### src/rtl/hdrv_pkg.sv
package hdrv_pkg;

  typedef enum logic [2:0] {
    ST_OFF    = 3'd0,
    ST_CAL    = 3'd1,
    ST_SOFTUP = 3'd2,
    ST_RUN    = 3'd3,
    ST_SOFTDN = 3'd4,
    ST_TRIP   = 3'd5
  } hdrvState_e;

  typedef enum logic [1:0] {
    SHAPE_NONE = 2'd0,
    SHAPE_SOFT = 2'd1,
    SHAPE_FULL = 2'd2
  } pulseShape_e;

  // Strobes from the sequencer to the timebase datapath
  typedef struct packed {
    logic        restart;  // clear phase and pulse counters
    logic        advance;  // step the phase counter
    pulseShape_e shape;    // which waveform to form
  } tbStrobe_t;

endpackage

### src/rtl/hdrv_timebase.sv
module hdrv_timebase
  import hdrv_pkg::*;
#(
  parameter int unsigned LINE_PERIOD = 64,
  parameter int unsigned SOFT_ON     = 8,
  parameter int unsigned SOFT_PULSES = 6
) (
  input  logic      clk,
  input  logic      rstN,
  input  tbStrobe_t stb,
  input  logic      flyback,
  input  logic      protTrip,
  output logic      softDone,
  output logic      hDrive
);

  localparam int unsigned HALF = LINE_PERIOD / 2;
  localparam int unsigned PW   = $clog2(LINE_PERIOD);
  localparam int unsigned CW   = $clog2(SOFT_PULSES + 1);
  localparam logic [PW-1:0] PH_LAST = PW'(LINE_PERIOD - 1);
  localparam logic [PW-1:0] PH_HALF = PW'(HALF);
  localparam logic [PW-1:0] PH_MID  = PW'(HALF - 1);
  localparam logic [PW-1:0] PH_ON   = PW'(SOFT_ON);
  localparam logic [CW-1:0] CNT_TOP = CW'(SOFT_PULSES - 1);
  localparam logic [CW-1:0] CNT_SAT = CW'(SOFT_PULSES);

  logic [PW-1:0] phase;
  logic [CW-1:0] halfCount;
  logic          halfEnd;
  logic [PW-1:0] halfPos;
  logic          rawPulse;

  assign halfEnd  = (phase == PH_MID) || (phase == PH_LAST);
  assign softDone = halfEnd && (halfCount == CNT_TOP);
  assign halfPos  = (phase >= PH_HALF) ? (phase - PH_HALF) : phase;

  always_ff @(posedge clk or negedge rstN) begin
    if (!rstN) begin
      phase     <= '0;
      halfCount <= '0;
    end else if (stb.restart) begin
      phase     <= '0;
      halfCount <= '0;
    end else if (stb.advance) begin
      phase <= (phase == PH_LAST) ? '0 : phase + 1'b1;
      if (halfEnd && (halfCount != CNT_SAT)) halfCount <= halfCount + 1'b1;
    end
  end

  always_comb begin
    case (stb.shape)
      SHAPE_SOFT: rawPulse = (halfPos < PH_ON);
      SHAPE_FULL: rawPulse = (phase < PH_HALF);
      default:    rawPulse = 1'b0;
    endcase
  end

  assign hDrive = rawPulse && !flyback && !protTrip;

endmodule

### src/rtl/hdrv_ctrl.sv
module hdrv_ctrl
  import hdrv_pkg::*;
(
  input  logic       clk,
  input  logic       rstN,
  input  logic       regStrobe,
  input  logic       calDone,
  input  logic       inLock,
  input  logic       porDetect,
  input  logic       overVolt,
  input  logic       protTrip,
  input  logic       stopOnOv,
  input  logic       softDone,
  output tbStrobe_t  stb,
  output logic       calReq,
  output logic       protFlag,
  output hdrvState_e curState
);

  hdrvState_e nxtState;
  logic       counting;

  always_comb begin
    nxtState = curState;
    case (curState)
      ST_OFF: if (regStrobe && !porDetect) nxtState = ST_CAL;
      ST_CAL: begin
        if (porDetect)    nxtState = ST_OFF;
        else if (calDone) nxtState = ST_SOFTUP;
      end
      ST_SOFTUP, ST_RUN: begin
        if (porDetect)                 nxtState = ST_SOFTDN;
        else if (protTrip)             nxtState = ST_TRIP;
        else if (overVolt && stopOnOv) nxtState = ST_SOFTDN;
        else if (!inLock)              nxtState = ST_CAL;
        else if ((curState == ST_SOFTUP) && softDone) nxtState = ST_RUN;
      end
      ST_SOFTDN: if (protTrip || softDone) nxtState = ST_OFF;
      ST_TRIP: begin
        if (porDetect)     nxtState = ST_OFF;
        else if (!protTrip) nxtState = ST_SOFTUP;
      end
      default: nxtState = ST_OFF;
    endcase
  end

  assign counting = (curState == ST_SOFTUP) || (curState == ST_RUN) ||
                    (curState == ST_SOFTDN);

  always_comb begin
    stb.restart = !counting || (nxtState != curState);
    stb.advance = counting && (nxtState == curState);
    case (curState)
      ST_SOFTUP, ST_SOFTDN: stb.shape = SHAPE_SOFT;
      ST_RUN:               stb.shape = SHAPE_FULL;
      default:              stb.shape = SHAPE_NONE;
    endcase
  end

  always_ff @(posedge clk or negedge rstN) begin
    if (!rstN) begin
      curState <= ST_OFF;
      protFlag <= 1'b0;
    end else begin
      curState <= nxtState;
      protFlag <= overVolt;
    end
  end

  assign calReq = (curState == ST_CAL);

endmodule

### src/rtl/hdrv_guard.sv
module hdrv_guard
  import hdrv_pkg::*;
#(
  parameter int unsigned LINE_PERIOD = 64,
  parameter int unsigned SOFT_ON     = 8,
  parameter int unsigned SOFT_PULSES = 6
) (
  input  logic clk,
  input  logic rstN,
  input  logic regStrobe,
  input  logic calDone,
  input  logic inLock,
  input  logic porDetect,
  input  logic overVolt,
  input  logic protTrip,
  input  logic stopOnOv,
  input  logic flyback,
  output logic hDrive,
  output logic calReq,
  output logic protFlag
);

  tbStrobe_t  tbStb;
  logic       softDone;
  hdrvState_e curState;

  hdrv_ctrl u_ctrl (
    .clk       (clk),
    .rstN      (rstN),
    .regStrobe (regStrobe),
    .calDone   (calDone),
    .inLock    (inLock),
    .porDetect (porDetect),
    .overVolt  (overVolt),
    .protTrip  (protTrip),
    .stopOnOv  (stopOnOv),
    .softDone  (softDone),
    .stb       (tbStb),
    .calReq    (calReq),
    .protFlag  (protFlag),
    .curState  (curState)
  );

  hdrv_timebase #(
    .LINE_PERIOD (LINE_PERIOD),
    .SOFT_ON     (SOFT_ON),
    .SOFT_PULSES (SOFT_PULSES)
  ) u_timebase (
    .clk      (clk),
    .rstN     (rstN),
    .stb      (tbStb),
    .flyback  (flyback),
    .protTrip (protTrip),
    .softDone (softDone),
    .hDrive   (hDrive)
  );

endmodule

### config.mk
export PLATFORM = sky130hd
export DESIGN_NAME = hdrv_guard
export DESIGN_NICKNAME = d
export VERILOG_FILES = /design/src/rtl/hdrv_pkg.sv /design/src/rtl/hdrv_timebase.sv /design/src/rtl/hdrv_ctrl.sv /design/src/rtl/hdrv_guard.sv
export SDC_FILE = /design/constraint.sdc
export NUM_CORES = 1
export LEC_CHECK = 0
export BUFFER_PORTS_ARGS = -buffer_cell sky130_fd_sc_hd__buf_2
export CELL_PAD_IN_SITES_DETAIL_PLACEMENT = 0
export CELL_PAD_IN_SITES_GLOBAL_PLACEMENT = 1
export CORE_ASPECT_RATIO = 0.7
export CORE_UTILIZATION = 42
export CTS_BUF_LIST = sky130_fd_sc_hd__clkbuf_16
export CTS_CLUSTER_SIZE = 12
export DETAILED_ROUTE_END_ITERATION = 12
export MAX_ROUTING_LAYER = met4
export PLACE_DENSITY = 0.79
export RECOVER_POWER = 25
export SETUP_SLACK_MARGIN = 0.1
export SYNTH_ARGS = -nofsm -noshare
export SYNTH_HDL_FRONTEND = slang
export SYNTH_SLANG_ARGS = --single-unit
### constraint.sdc
create_clock -name clk -period 2.3 [get_ports clk]
set_clock_uncertainty 0.2 [all_clocks]
set_input_delay 0.23 -clock clk [delete_from_list [all_inputs] [get_ports clk]]
set_output_delay 0.23 -clock clk [all_outputs]
set_load 0.05 [all_outputs]
After elaboration in Yosys (flattened, before gate mapping)
Cells that the tools add are included.

storage, ports and cells
  bits of input ports = 10
  register bits = 13

cells by class
  reductions and logical operators = 23
  magnitude comparators = 3
  add/sub/neg operators = 3
  muxes and demuxes = 21
  eq/ne operators = 13

operator list
  operator                                                                       number
  3-bit two-way mux                                                              14
  6-bit two-way mux                                                              4
  3-bit case mux with 5 select lines                                             1
  3-bit == test (second input constant)                                          3
  1-bit logical AND                                                              8
  6-bit by 1-bit adder with 6-bit output (second input constant)                 1
  3-bit by 2-bit == test with 1-bit output (second input constant)               2
  6-bit by 5-bit == test with 1-bit output (second input constant)               1
  6-bit == test (second input constant)                                          1
  6-bit greater-or-equal comparator (second input constant)                      1
  6-bit by 4-bit less-than comparator with 1-bit output (second input constant)  1
  6-bit less-than comparator (second input constant)                             1
  6-bit subtractor (second input constant)                                       1
  1-bit logical OR                                                               5
  1-bit zero test                                                                4
  2-bit case mux with 2 select lines                                             1
  2-bit nonzero test                                                             2
  2-bit OR reduction                                                             2
  3-bit by 1-bit adder with 3-bit output (second input constant)                 1
  3-bit by 1-bit == test with 1-bit output (second input constant)               1
  3-bit == test                                                                  1
  3-bit zero test                                                                1
  3-bit != test                                                                  1
  3-bit != test (second input constant)                                          1
  4 further kinds                                                                4

Depth between registers and ports, before layout
Gate-level depths: netlist (run 1).

  depth after elaboration = 14
  gate-level depth with buffers = 7
  depth with buffers taken out = 7

Modules after synthesis
Synthesis (run 1) repeated with hierarchy kept, for this count alone.

second synthesis, totals
  cell total of the unflattened synthesis = 111
  area, all modules = 975.9 um^2

by module, submodules not included
  module         times used  area each (um^2)  seq. area each (um^2)  cells an instance
  hdrv_timebase  1           606.8             225.2                  64
  hdrv_ctrl      1           369.1             100.1                  47

Worst setup path after synthesis (run 1)
Ideal clock, no wire load.

  path type = flip-flop to output port
  from = register u_ctrl.curState[2]
  to = output port hDrive
  path slack = -0.788 ns
  arrival = 2.658 ns
  cell stages (with the launch flop) = 6
  cells stage by stage = dfrtp_1 buf_6 or2b_1 a21oi_1 ha_1 nor4_1

between the ends
  cells in the longest elaborated chain, start to end = 7

ends and longest elaborated chain
  what                                                                              RTL line             source
  from (decl)                                                                       hdrv_ctrl.sv:17      output hdrvState_e curState
  from (signal assigned)                                                            hdrv_ctrl.sv:65      curState <= nxtState;
  3-bit == test / 3-bit by 2-bit == test with 1-bit output (equally long branches)  hdrv_ctrl.sv:53      case (curState)
  2-bit OR reduction                                                                hdrv_ctrl.sv:53
  2-bit case mux with 2 select lines *                                              hdrv_ctrl.sv:53
  2-bit == test / 2-bit by 1-bit == test with 1-bit output (equally long branches)  hdrv_timebase.sv:51  case (stb.shape)
  1-bit case mux with 2 select lines *                                              hdrv_timebase.sv:51
  1-bit logical AND * (2 in series)                                                 hdrv_timebase.sv:58  assign hDrive = rawPulse && !flyback && !protTrip;
  to (decl)                                                                         hdrv_guard.sv:18     output logic hDrive,

Mark *: on every way between the ends. The rest lies on a longest branch, timed or not.

Worst setup path after layout (run 1)
Same ends and word-level chain as after synthesis.

==> impl_metrics.toml, run 1 <==
[place]
dp_slack_ns = 0.2085
globalplace.congestion = 0.7969
dpl.hpwl_mm = 1.514
portBuffers = 12

[power_and_ir_drop]
power_density_nw_per_um2 = 646.3
vdd_ir_drop_max_mv = 0.5583
leakage_nw = 0.5186

[sta]
period_share = 0.9520
fin_hold_ws_ns = 0.01462
relSlewSlack = 0.5212
layout_setup_ws_ns = 0.1104
max_freq_mhz = 456.7
worst_pin_slew_ns = 0.7182
setup_viol = 0
post-route-min-period_ns = 2.190
slew_violations = 0
hold_viol = 0
rsz0062_at_grt = "true"

[worst_setup_path]
crit_type = "reg -> out"
cp.required_ns = 1.87
arrival_ns = 1.76
end_kind = "primary output"
worst-path-max-fanout = 5
critPathLaunchType = "flop"

[grt]
gr-max-usage-layer = "met2"
grt-ovfl-total = 0
grt_pass1_vias = 753
grtUsageMet2 = 0.3075
grt_pass1_wl_mm = 3.367
global_route.usage.met3 = 0.07886
grt_max_degree = 14
antenna_found_initial = 0
grt_usage = 0.2115
met1_usage = 0.2684

[yosys]
synth.area.mux_share = 0.01088
synthDistinctLibCells = 35
synth_edf_count = 0
synthSimpleGateAreaFrac = 0.2680
ys.flop_type = "dfrtp_1"
yosys.cell_count.top_type = "dfrtp_1"
ys_seq_area_frac = 0.3537
synth_top_cell_by_area = "dfrtp_1"
synth-xor-area-share = 0.03810
synth_seq_cells = 13
synth_fa_ha_area_frac = 0.08163
synth.top_cells.by_count = "dfrtp_1, nand2_1"
ys.warnings.count = 0
synth_top_family_by_area = "simple AND/OR/NAND/NOR gates"
ys_top_cells_by_area = "dfrtp_1, ha_1, nand2_1, nor3_1, a2111oi_4"
synth_nets = 110
syn-cell-area_um2 = 919.6
synth_cells = 94
async_flop_share = 1.000
synth_top_cell_area_share = 0.3537
synth-compound-area-share = 0.1905
syn-mean-instance-area_um2 = 9.783

[clock_tree]
worstSkewPairLatency_ns = 0.24
clk_path_buf_depth = 2
cts_buffers = 3
clk_pin_slew_ns = 0.05
cts-root-buf = "clkbuf_16"
cts_tree = "done"
cts.sinks = 13
cts-htree-levels = 1

[detailed_routing]
wl_per_cell_um = 14.68
firstDrtPassIters = 4
via_per_inst = 5.861
vias = 803
ant_nets = 0
drcViolationCount = 0
drtIter0Drc = 43
wl_mm = 2.011

[finish]
area.growth.synth_to_final_pct = 25.44
final_util = 0.5910
fin_nets = 132
diodes = 0
drive_gt1_frac = 0.3217

[die]
ios = 13
die_x_um = 57.93
core-area_um2 = 1952
die_area_um2 = 2384
fp.dieH_um = 41.15
start_util = 0.4712
rows = 13

[job]
cap_violations = 0

[worst_hold_path]
hp-class = "in -> reg"

[outcome]
outcome = "finished clean"
## cell type report
cell class                 instances  area [µm²]
inverter                           6       22.52
fill                             169       798.3
sequential                        13       325.3
clock inverter                     1       5.005
tap                               22       27.53
timing repair buffer              20       130.1
multi-input combinational         72       568.0
clock buffer                       3       75.07
## where the power goes
group | internal (mW) | leakage [nW] | switching [mW]
Combinational | 0.0663 | 0.300 | 0.0921
Sequential | 0.239 | 0.178 | 0.0147
Clock | 0.232 | 0.0409 | 0.102
## per-stage QoR
stage / TNS [ns] / total power, mW / area [µm²] / instances
floorplan: 0 / 0.3599 / 934.6 / 94
global placement: 0 / 0.3941 / 1007 / 127
detailed placement: 0 / 0.3949 / 1007 / 127
CTS: 0 / 0.7552 / 1155 / 137
global route: -0.008396 / 0.7807 / 1154 / 137
finish: 0 / 0.7456 / 1154 / 137
## critical path, cell delays in order, from the launching register on
cell	delay [ns]
dfrtp_1	0.42
or2b_1	0.26
a21oi_2	0.15
ha_1	0.27
nor4_4	0.22
buf_6	0.19
## flip-flops by register name, summed over array words and instances, names as in the netlist
| register | cells |
|---|---|
| u_ctrl.curState | 3 |
| u_timebase.halfCount | 3 |
| u_timebase.phase | 6 |
| u_ctrl.protFlag | 1 |
## timing repair
action | in CTS | in global routing
setup endpoints to repair | 1 | 1
hold buffers | 2 | 0
resized for setup | 5 | 0
hold endpoints to repair | 14 | 0
setup buffers | 4 | 0
pin swaps | 1 | 0
## cells by family after synthesis
kind of cell               count (synthesis)
AOI/OAI and AO/OA                         21
xor gates and xnor gates                   4
adders and majority gates                  6
buffers and inverters                      9
DFF                                       13
muxes                                      1
and+or+nand+nor                           40
## cell usage in the layout (no fill, tap or decap), drive strengths merged, types with 2 or more instances in the layout
master       count
dlygate4sd3      2
nor3b            3
a31o             3
or2b             2
nor2             6
a21oi            7
nand2           10
a31oi            2
a21o             2
ha               6
buf             17
o21ai            2
and3             2
dfrtp           13
clkbuf           4
nor3             6
inv              6
xnor2            3
nand3            4
nor4b            2
a22oi            2
## path summary, 6_finish.rpt
kind	startpoint	end	slack [ns]	cells past startpoint
hold reg to reg	u_timebase.phase[0]	u_timebase.phase[0]	0.39	1
min in group asynchronous	rstN	u_timebase.phase[1]	0.35	2
setup reg to reg	u_timebase.phase[0]	u_timebase.phase[1]	0.41	4
setup / recovery	u_ctrl.curState[2]	hDrive	0.11	5
hold / removal	porDetect	u_ctrl.curState[1]	0.01	2
max in group asynchronous	rstN	u_ctrl.curState[1]	1.09	2
## metal layers
metal / part of all wire / up-vias
li1: - / 382
met1: 0.48 / 389
met2: 0.43 / 28
met3: 0.079 / 4
met4: 0.011 / 0
met5: 0 / -
(Power assumes the default switching activity.)
==> inputs of run 2 (changes only) <==
--- a/config.mk
+++ b/config.mk
@@ -9,14 +9,15 @@
 export CELL_PAD_IN_SITES_DETAIL_PLACEMENT = 0
 export CELL_PAD_IN_SITES_GLOBAL_PLACEMENT = 1
 export CORE_ASPECT_RATIO = 0.7
-export CORE_UTILIZATION = 42
+export CORE_UTILIZATION = 30
 export CTS_BUF_LIST = sky130_fd_sc_hd__clkbuf_16
 export CTS_CLUSTER_SIZE = 12
 export DETAILED_ROUTE_END_ITERATION = 12
 export MAX_ROUTING_LAYER = met4
-export PLACE_DENSITY = 0.79
+export PLACE_DENSITY = 0.61
 export RECOVER_POWER = 25
 export SETUP_SLACK_MARGIN = 0.1
 export SYNTH_ARGS = -nofsm -noshare
 export SYNTH_HDL_FRONTEND = slang
+export SYNTH_HIERARCHICAL = 1
 export SYNTH_SLANG_ARGS = --single-unit
==> run 2 against run 1 <==
Against the previous run: the run now ends with negative setup slack left; global-route usage fell by 2.8 points; utilization fell by 0.77 points; power fell by 12%; sequential power fell by 7%; critical path type is now reg -> reg; final cell count rose by 48%; largest power group unchanged; synthesized cell count rose by 18%; setup slack got worse by 0.33 ns; highest routed layer unchanged; fmax fell by 13%; flip-flop and latch count did not move; cell area rose by 49%; via count rose by 24%.
==> impl_metrics.toml, run 2 <==
[outcome]
outcome = "complete, but fails checks"
violations = "negative setup slack"

[sta]
max_freq_mhz = 397.2
hold_viol = 0
period_share = 1.095
layout_setup_ws_ns = -0.2179
worst_pin_slew_ns = 0.7637
slew_violations = 0
fin_hold_ws_ns = 0.1961
relSlewSlack = 0.4909
finalSetupTns_ns = -0.9226
rsz0062_at_grt = "true"
setup_viol = 7
post-route-min-period_ns = 2.518

[yosys]
synth_top_cell_by_area = "dfrtp_1"
synth_nets = 128
ys_seq_area_frac = 0.3333
synthDistinctLibCells = 40
ys.warnings.count = 6
synth_edf_count = 0
synth_top_cell_area_share = 0.3333
ys.flop_type = "dfrtp_1"
synth_cells = 111
syn-mean-instance-area_um2 = 8.792
yosys.cell_count.top_type = "nor2_1"
syn-cell-area_um2 = 975.9
synth.top_cells.by_count = "nor2_1, dfrtp_1, inv_1, ha_1, nand2_1"
ys_top_cells_by_area = "dfrtp_1, ha_1, nor2_1, inv_1, nand2_1"
synth_seq_cells = 13
async_flop_share = 1.000

[grt]
grt_pass1_wl_mm = 4.747
antenna_found_initial = 0
grt_pass1_vias = 991
grt-ovfl-total = 0
grt_usage = 0.1837
grt_max_degree = 14

[finish]
fin_nets = 185
num-fill-cells = 241
multiInputGateArea_um2 = 802.0
stdcell_count = 203
seqCellArea_um2 = 326.6
largest_reg_flops = 6
top_register = "u_timebase/phase"
diodes = 0
layout_common_cells = "buf_4, nor2_1, dfrtp_1"
final_util = 0.5833
fin_area_um2 = 1717
reg_top3 = "u_timebase/phase x6, u_ctrl/curState x3, u_timebase/halfCount x3"
final_common_cell = "buf_4"
drive_gt1_frac = 0.5389
area.growth.synth_to_final_pct = 75.90

[detailed_routing]
ant_nets = 0
wl_mm = 2.777
via_per_inst = 4.911
drcViolationCount = 0
firstDrtPassIters = 4
vias = 997
wl_per_cell_um = 13.68
drtIter0Drc = 42

[clock_tree]
cts-htree-levels = 1
clk_path_buf_depth = 2
cts-root-buf = "clkbuf_16"
cts_tree = "done"
worstSkewPairLatency_ns = 0.24
cts_buffers = 3
cts.sinks = 13
clk_pin_slew_ns = 0.04

[place]
dpl.hpwl_mm = 1.918
portBuffers = 12
dp_slack_ns = -0.3371
dp_cells = 183
globalplace.congestion = 0.8351
dpl_cell_area_um2 = 1309

[die]
start_util = 0.3316
fp.dieH_um = 49.72
ios = 13
rows = 16
die_area_um2 = 3489
die_x_um = 70.17
core-area_um2 = 2943

[job]
cap_violations = 0

[worst_hold_path]
hp-class = "in -> reg"

[power_and_ir_drop]
power_density_nw_per_um2 = 383.6
leakage_nw = 0.7324
p_total_mw = 0.6585
vdd_ir_drop_max_mv = 0.3576

[worst_setup_path]
end_kind = "flop"
crit_type = "reg -> reg"
critPathLaunchType = "flop"
worst-path-max-fanout = 3
arrival_ns = 2.44
rrSetupSlack_ns = -0.22
cp.required_ns = 2.23
## run 2: routing by layer
layer  part of all wire  GRT usage  vias up
met1               0.53     0.2601      473
met4             0.0090    0.05000        0
met2               0.43     0.2548       14
li1                   -          -      505
met5                  0          -        -
met3              0.034    0.05112        5
## run 2: power by group
part / total, mW / leakage (nW) / switching, mW / internal, mW
Combinational: 0.0972 / 0.513 / 0.0526 / 0.0446
Sequential: 0.235 / 0.177 / 0.00301 / 0.232
Clock: 0.326 / 0.0423 / 0.0965 / 0.229
Total: 0.659 / 0.732 / 0.152 / 0.506
## run 2: cell type report
class                           count  area share
Clock inverter                      1    0.002187
Clock buffer                        3     0.04373
Tap cell                           36     0.02624
Timing Repair Buffer               57      0.2485
Inverter                           10     0.02187
Multi-Input combinational cell     83      0.4672
Sequential cell                    13      0.1902
## run 2: kinds of logic after synthesis
logic type | synth area share
and+or+nand+nor | 0.2590
AOI/OAI and AO/OA | 0.1833
buffers and inverters | 0.06410
DFF | 0.3333
adders and majority gates | 0.08974
muxes | 0.04359
xor gates and xnor gates | 0.02693
## run 2: final timing paths
check / from / endpoint / cells after the start
worst max-delay path: u_timebase/halfCount[1] / u_timebase/halfCount[0] / 11
worst min-delay path: porDetect / u_ctrl/curState[2] / 4
worst max register to register: u_timebase/halfCount[1] / u_timebase/halfCount[0] / 11
worst min register to register: u_timebase/phase[5] / u_timebase/phase[3] / 1
max in group asynchronous: rstN / u_ctrl/curState[2] / 2
min in group asynchronous: rstN / u_timebase/halfCount[1] / 2
## run 2: what timing repair did
item                                    CTS  global route
setup buffers                            10             4
endpoints found under the setup margin   10            10
resized for setup                        24            19
pin swaps                                14            13
endpoints found under the hold margin    14             0
hold buffers                              2             0
## run 2: worst max-delay path: stages, from the launching register on
cell	delay, ns
dfrtp_1	0.38
inv_2	0.08
ha_4	0.14
nand3_4	0.07
nor2_4	0.11
nand2_2	0.06
a221oi_2	0.26
or3b_1	0.17
and3_4	0.22
nand4_4	0.09
a211oi_4	0.29
mux2_4	0.33
==> inputs of run 3 (changes only) <==
--- a/config.mk
+++ b/config.mk
@@ -5,7 +5,7 @@
 export SDC_FILE = /design/constraint.sdc
 export NUM_CORES = 1
 export LEC_CHECK = 0
-export BUFFER_PORTS_ARGS = -buffer_cell sky130_fd_sc_hd__buf_2
+export BUFFER_PORTS_ARGS = -buffer_cell sky130_fd_sc_hd__buf_4
 export CELL_PAD_IN_SITES_DETAIL_PLACEMENT = 0
 export CELL_PAD_IN_SITES_GLOBAL_PLACEMENT = 1
 export CORE_ASPECT_RATIO = 0.7
==> run 3 against run 2 <==
Against the previous run: global-route usage up 2.8 points; combinational power up 13%; wire length up 13%; power up 1.7%; final cell count up 2.0%; critical path depth unchanged; register-to-register slack worse by 0.07 ns; critical path type unchanged; via count up 3.1%; largest power group unchanged; clock-buffer cell count unchanged; the flow still finishes with violations (negative setup slack); die area unchanged.
==> impl_metrics.toml, run 3 (synthesis results as in run 2) <==
[detailed_routing]
wl_met2_mm = 1.503
wl_met3_um = 82
drtIter0Drc = 46
via_per_inst = 4.966
wl_mm = 3.149
drcViolationCount = 0
ant_nets = 0
wl_met1_mm = 1.488
vias = 1028
wl_per_cell_um = 15.21
top_layer = "met4"
firstDrtPassIters = 4

[clock_tree]
cts_tree = "done"
clk_path_buf_depth = 2
cts-root-buf = "clkbuf_16"
cts_buffers = 3
clk_pin_slew_ns = 0.04
cts-htree-levels = 1
worstSkewPairLatency_ns = 0.24
cts.sinks = 13

[worst_setup_path]
critPathLaunchType = "flop"
slowest_delay_ns = 0.41
arrival_ns = 2.52
cp_common_cell = "nor2_2"
worst-path-max-fanout = 3
cp_slowest_cell = "dfrtp_1"
r2r_start = "u_timebase/halfCount[0]"
end_kind = "flop"
rrSetupSlack_ns = -0.29
cp.required_ns = 2.23
crit_start = "u_timebase/halfCount[0]"
crit_path_cell_trace = "ha_4 > nand3_2 > nor2_2 > buf_4 > nor4_4 > a22oi_2 > nor2_2 > and3_4 > nand4_4 > a211oi_4 > mux2_4"
crit_type = "reg -> reg"

[place]
dp_cells = 183
portBuffers = 12
globalplace.congestion = 0.8513
dpl.hpwl_mm = 2.027

[grt]
grt_usage = 0.2116
grt_pass1_vias = 1091
grt_pass1_wl_mm = 5.375
grt_max_degree = 14
grt-ovfl-total = 0
antenna_found_initial = 0

[finish]
num-fill-cells = 251
stdcell_count = 207
drive_gt1_frac = 0.5731
reg_top3 = "u_timebase/phase x6, u_ctrl/curState x3, u_timebase/halfCount x3"
layout_common_cells = "buf_4, nor2_1, dfrtp_1"
diodes = 0
fin_nets = 189
final_common_cell = "buf_4"
area.growth.synth_to_final_pct = 84.36
largest_reg_flops = 6
final_util = 0.6114
top_register = "u_timebase/phase"

[die]
ios = 13
fp.dieH_um = 49.72
die_area_um2 = 3489
die_x_um = 70.17
rows = 16
start_util = 0.3316
core-area_um2 = 2943

[power_and_ir_drop]
p_sw_frac = 0.2307
p_total_mw = 0.6700
p_clk_frac = 0.484
pwr-share-comb = 0.165
p_seq_frac = 0.352
leakage_nw = 0.7604
power.switching_mw = 0.1546
power_density_nw_per_um2 = 372.4
internal_power_mw = 0.5154
vdd_ir_drop_max_mv = 0.2683

[outcome]
outcome = "complete, but fails checks"
violations = "negative setup slack"

[sta]
worst_pin_slew_ns = 0.7808
post-route-min-period_ns = 2.592
relSlewSlack = 0.4794
max_freq_mhz = 385.8
layout_setup_ws_ns = -0.2921
hold_viol = 0
slew_violations = 0
fin_hold_ws_ns = 0.07902
setup_viol = 8
rsz0062_at_grt = "true"
period_share = 1.127

[job]
cap_violations = 0

[worst_hold_path]
hp-class = "in -> reg"
hold_start = "porDetect"
## run 3: cell type report
cell class	count	area (µm²)	share of cell area
multi-input combinational	83	810.8	0.4506
clock buffer	3	75.07	0.04172
tap	36	45.04	0.02503
timing repair buffer	61	500.5	0.2782
clock inverter	1	3.754	0.002086
sequential	13	326.6	0.1815
inverter	10	37.54	0.02086
## run 3: what timing repair did
item,in CTS,in global routing
cloned,0,0
gates resized for setup,37,13
buffers inserted,19,0
pin swaps,14,14
hold buffers,2,0
endpoints found under the setup margin,10,10
hold endpoints to repair,14,0
## run 3: power by group through the flow
stage / registers (mW) / logic [mW] / clock network, mW
2_1_floorplan: 0.241 / 0.0377 / 0
3_3_place_gp: 0.239 / 0.0830 / 0
3_5_place_dp: 0.239 / 0.0838 / 0
4_1_cts: 0.235 / 0.101 / 0.336
5_1_grt: 0.236 / 0.119 / 0.347
6_report: 0.236 / 0.110 / 0.324
## run 3: path summary, 6_finish.rpt
check                           cells past startpoint                      end
min in group asynchronous                           2      u_timebase/phase[2]
worst min-delay path                                3       u_ctrl/curState[2]
worst max register to register                     11  u_timebase/halfCount[0]
worst max-delay path                               11  u_timebase/halfCount[0]
worst min register to register                      1      u_timebase/phase[3]
max in group asynchronous                           2       u_ctrl/curState[2]
## run 3: critical path: cells and delay by family (launching register included)
kind / cells / cell delay (ns)
compound gates: 2 / 0.38
fa+ha+maj: 1 / 0.18
buf+inv: 1 / 0.14
flops: 1 / 0.41
mux: 1 / 0.33
simple gates: 6 / 0.82
## run 3: through the flow
stage,setup slack (ns),instance area (µm²),TNS [ns]
finish,-0.2921,1799,-1.230
global route,-0.3994,1799,-2.470
CTS,-0.2313,1752,-1.087
detailed placement,-0.3281,1339,-1.733
global placement,-0.2735,1339,-1.202
floorplan,-0.2624,1015,-0.7281
## run 3: layer usage
layer	global-route usage	vias up
li1	-	511
met1	0.2611	494
met2	0.3446	16
met3	0.05112	7
met4	0.06667	0
met5	-	-
